<file path="src/rtl/acc_narrower.sv">
module acc_narrower #(
  parameter int ACC_W = 48,
  parameter int OUT_W = 16,
  parameter int LAT   = 2
) (
  input  logic             clk,
  input  logic             rst_n,
  input  logic             in_valid,
  input  logic [ACC_W-1:0] in_acc,
  input  logic [5:0]       shift,
  input  logic [3:0]       rnd_mode,
  input  logic [1:0]       sat_mode,
  output logic             out_valid,
  output logic [OUT_W-1:0] out_data
);
  localparam int XW = (ACC_W > 62 ? ACC_W : 62) + 2;
  localparam logic signed [XW-1:0] MAXV = (XW'(1) << (OUT_W-1)) - XW'(1);
  localparam logic signed [XW-1:0] MINV = -MAXV - XW'(1);
  localparam logic signed [XW-1:0] SMIN = -MAXV;

  logic [5:0]              sh;
  logic signed [XW-1:0]    a, fl, r;
  logic [XW-1:0]           frac, half;
  logic                    nz, gt, tie, neg, inc;

  assign sh   = (shift > 6'd59) ? 6'd59 : shift;
  assign a    = {{(XW-ACC_W){in_acc[ACC_W-1]}}, in_acc};
  assign fl   = a >>> sh;
  assign frac = a & ~({XW{1'b1}} << sh);
  assign half = (sh == 6'd0) ? '0 : (XW'(1) << (sh - 6'd1));
  assign nz   = |frac;
  assign gt   = frac > half;
  assign tie  = (sh != 6'd0) && (frac == half);
  assign neg  = in_acc[ACC_W-1];

  always_comb begin
    case (rnd_mode)
      4'd1:    inc = nz;
      4'd2:    inc = nz & neg;
      4'd3:    inc = nz & ~neg;
      4'd4:    inc = gt | tie;
      4'd5:    inc = gt;
      4'd6:    inc = gt | (tie & ~neg);
      4'd7:    inc = gt | (tie & neg);
      4'd8:    inc = gt | (tie & fl[0]);
      4'd9:    inc = gt | (tie & ~fl[0]);
      default: inc = 1'b0;
    endcase
  end

  assign r = fl + {{(XW-1){1'b0}}, inc};

  logic signed [XW-1:0] r_s;
  logic [1:0]           sm_s;
  logic                 v_s;

  generate
    if (LAT >= 2) begin : g_pipe
      always_ff @(posedge clk or negedge rst_n) begin
        if (!rst_n) begin
          r_s  <= '0;
          sm_s <= '0;
          v_s  <= 1'b0;
        end else begin
          r_s  <= r;
          sm_s <= sat_mode;
          v_s  <= in_valid;
        end
      end
    end else begin : g_flat
      assign r_s  = r;
      assign sm_s = sat_mode;
      assign v_s  = in_valid;
    end
  endgenerate

  logic signed [XW-1:0] lo;
  logic [OUT_W-1:0]     s;

  assign lo = (sm_s == 2'd3) ? SMIN : MINV;

  always_comb begin
    if (sm_s == 2'd0)   s = r_s[OUT_W-1:0];
    else if (r_s > MAXV) s = MAXV[OUT_W-1:0];
    else if (r_s < lo)  s = lo[OUT_W-1:0];
    else                s = r_s[OUT_W-1:0];
  end

  logic [1:0] out_sm;

  always_ff @(posedge clk or negedge rst_n) begin
    if (!rst_n) begin
      out_valid <= 1'b0;
      out_data  <= '0;
      out_sm    <= '0;
    end else begin
      out_valid <= v_s;
      out_data  <= s;
      out_sm    <= sm_s;
    end
  end

  generate
    if (LAT >= 2) begin : g_lat_chk2

      valid_lat_chk: assert property (@(posedge clk) disable iff (!rst_n)
        in_valid |=> ##1 out_valid);
    end else begin : g_lat_chk1

      valid_lat_chk: assert property (@(posedge clk) disable iff (!rst_n)
        in_valid |=> out_valid);
    end
  endgenerate


  zero_shift_chk: assert property (@(posedge clk) disable iff (!rst_n)
    (shift == 6'd0) |-> (r == a));


  sym_floor_code_chk: assert property (@(posedge clk) disable iff (!rst_n)
    (out_valid && out_sm == 2'd3) |-> (out_data != {1'b1, {(OUT_W-1){1'b0}}}));


  clamp_sign_chk: assert property (@(posedge clk) disable iff (!rst_n)
    (sm_s != 2'd0 && !r_s[XW-1]) |-> !s[OUT_W-1]);


  known_out_chk: assert property (@(posedge clk) disable iff (!rst_n)
    out_valid |-> !$isunknown(out_data));
endmodule

</file>
<file path="config.mk">
export PLATFORM = sky130hd
export DESIGN_NAME = acc_narrower
export DESIGN_NICKNAME = d
export VERILOG_FILES = /design/src/rtl/acc_narrower.sv
export SDC_FILE = /design/constraint.sdc
export NUM_CORES = 1
export LEC_CHECK = 0
export ABC_AREA = 0
export CORE_UTILIZATION = 45
export DETAILED_ROUTE_END_ITERATION = 8
export GPL_TIMING_DRIVEN = 0
export PLACE_DENSITY = 0.63
export SYNTH_ARGS = -nofsm -noshare
export SYNTH_HDL_FRONTEND = slang
export SYNTH_SLANG_ARGS = --single-unit
</file>
<file path="constraint.sdc">
create_clock -name clk -period 4.1 [get_ports clk]
set_input_delay 0.615 -clock clk [delete_from_list [all_inputs] [get_ports clk]]
set_output_delay 0.615 -clock clk [all_outputs]
set_load 0.005 [all_outputs]
</file>
==> impl_metrics.ini <==
[placed_design]
place.gp.congestion = 1.09
place_ws_ps = -3220
dp.cells = 1700
dp_hpwl_um = 41900
portBuffers = 76

[worst_setup_path]
critical_path_class = in -> reg
arrival_ps = 5520
cp-end-kind = flip-flop
crit_required_ps = 4340
cp_max_fo = 10
setup.worst_path.start_class = input pin

[final_layout]
finalCoreUtilization_pct = 61.8
drive_gt1_share_pct = 21.5
final_cell_mix = 143 x nand2_1, 94 x nor2_1, 85 x buf_4
register_area_um2 = 2100
instances_no_fill = 1794
multi_input_area_um2 = 8220
layout_commonest_cell = nand2_1
diodes = 0
area_delta_synth_final_pct = 33.3
final_nets = 1637
n_fill_cell = 1892

[timing]
rsz0062_at_grt = yes
skew_ps = 6.83
period_needed_ps = 5290
slew_headroom_pct = -11.2
hold_viol_final = 0
finalSetupViolCount = 63
worstMarginPinSlew_ps = 1630
fmax_mhz = 189
setup_ws_ps = -1190
slew_viol_final = 3
finalCritPeriodShare_pct = 129

[logic_synthesis]
synth-warning-count = 0
synth_area_um2 = 10200
syn_inst = 1332
avgSynthCellArea_um2 = 7.67
synthArstFlopShare_pct = 100
synth_edf_count = 0
yosysSeqAreaShare_pct = 20.6
synth_cell_types = 75
ys_ff_latch = 84
synth_top_flop_cell = dfrtp_1

[routing]
drt.antenna.violating_nets = 0
wl_per_cell_um = 31.6
via_per_inst = 7.45
drtIter0Drc = 1978
drc = 9
dr_total_vias = 13369
wirelength_um = 56600
firstDrtPassIters = 9

[clock_network]
cts_sinks = 84
worstSkewPairLatency_ps = 330
clkSlewWorstSetupHoldPaths_ps = 60
cts_tree = yes
cts_buffer_depth = 2
clock-root-buffer = clkbuf_16
h-tree-depth = 3
cts_buffers = 9

[floorplan]
ios = 80
die_h_um = 153
core_um2 = 22000
start_util_pct = 46.4
rows = 54
die_area_um2 = 23300
fp.dieW_um = 153

[global_routing]
grt_pass1_wl_um = 80200
gr-total-overflow = 0
track_usage_pct = 46.3
grt_pass1_vias = 12428
antenna_found_initial = 1
grt_max_degree = 75

[worst_hold_path]
hold_path.class = in -> async

[status]
violations = DRC, capacitance limit, slew limit, setup timing
status = finished with violations

[pwr]
power_density_nw_per_um2 = 247
leakagePower_nw = 5.49
irDropWorstVdd_v = 0.000213

[flow_run]
drv_cap = 1
[per-stage QoR]
step                TNS [ps]  hold slack [ps]  total power [mW]  instance area, um2
floorplan             -26260              319              1.77               10500
global placement     -199450              332              2.31               11600
detailed placement   -182570              338              2.33               11700
CTS                   -50420              112              3.20               13100
global route          -63510              108              3.46               13600
finish                -53640              106              3.36               13600
[layout make-up]
type | count | share of cell area, %
well taps | 280 | 2.57
plain buffers | 99 | 7.87
clock inverters | 5 | 0.266
repair buffers | 162 | 11.3
flip-flops and latches | 84 | 15.4
multi-input cells | 1138 | 60.3
inverters | 15 | 0.441
clock buffers | 11 | 1.78
[per-layer routing]
layer / vias to the layer above / global-route usage (%) / wire length, um
met5: - / 0 / 15
met4: 2 / 31.8 / 4900
met3: 344 / 12.2 / 7170
met2: 1222 / 70.9 / 23800
met1: 6337 / 56.9 / 20800
li1: 5464 / - / -
[power by group]
part | internal [mW] | switching, mW
Combinational | 0.622 | 1.02
Sequential | 0.918 | 0.0566
Clock | 0.428 | 0.320
[cell families (layout without fill, tap and decap cells)]
| group | count (synthesis) | in the layout | synth area share (%) |
|---|---|---|---|
| AOI/OAI and AO/OA | 433 | 433 | 30.2 |
| DFF | 84 | 84 | 20.6 |
| other | 2 | 8 | 0.0735 |
| adders and majority gates | 65 | 65 | 7.96 |
| buffers and inverters | 116 | 292 | 5.57 |
| muxes | 48 | 48 | 5.72 |
| and+or+nand+nor | 540 | 540 | 26.2 |
| xor gates and xnor gates | 44 | 44 | 3.77 |
[state kept, by name, summed over array words and instances (netlist names)]
| register | cells |
|---|---|
| out_data | 16 |
| out_valid | 1 |
| sm_s | 2 |
| v_s | 1 |
| r_s | 64 |
[synth_stat cells, types with 37 or more instances]
| master | instances | area, um2 |
|---|---|---|
| a211oi_1 | 64 | 480 |
| a21o_1 | 50 | 375 |
| a21oi_1 | 93 | 465 |
| clkbuf_1 | 53 | 199 |
| dfrtp_1 | 84 | 2100 |
| ha_1 | 65 | 813 |
| mux2i_1 | 37 | 370 |
| nand2_1 | 151 | 567 |
| nand3_1 | 55 | 275 |
| nand4_1 | 43 | 269 |
| nor2_1 | 115 | 432 |
| nor4_1 | 37 | 231 |
[repair_timing]
action | CTS | global route
gates cloned | 1 | 2
hold buffers | 0 | 0
pin swaps | 39 | 32
buffers inserted | 53 | 25
endpoints found under the setup margin | 64 | 64
resized for setup | 212 | 78
[final timing paths]
kind | slack [ps] | endpoint | cells past startpoint | from
max | -1190 | r_s[20] | 27 | shift[4]
min | 110 | r_s[49] | 1 | rst_n
max reg2reg | 1370 | out_data[13] | 6 | r_s[38]
min reg2reg | 350 | out_valid | 0 | v_s
max in group asynchronous | 3410 | v_s | 2 | rst_n
min in group clk | 350 | out_valid | 0 | v_s
[worst max-delay path: stages]
cell and delay (ps):
buf_12 110, buf_8 130, buf_4 140, or2_2 450, nor2_4 180, clkbuf_4 290, a21boi_2 140, ha_1 320
o21a_1 120, o21ai_0 60, nand2b_1 80, a21oi_1 60, o21ai_1 140, a21o_1 210, a21oi_1 110, o211ai_1 400
a21oi_1 130, o21ai_1 110, ha_2 220, ha_4 140, inv_4 40, nor4_4 230, buf_4 170, buf_4 110
nand3_2 220, nor3_2 340, xor2_1 250
(Power assumes the default switching activity.)
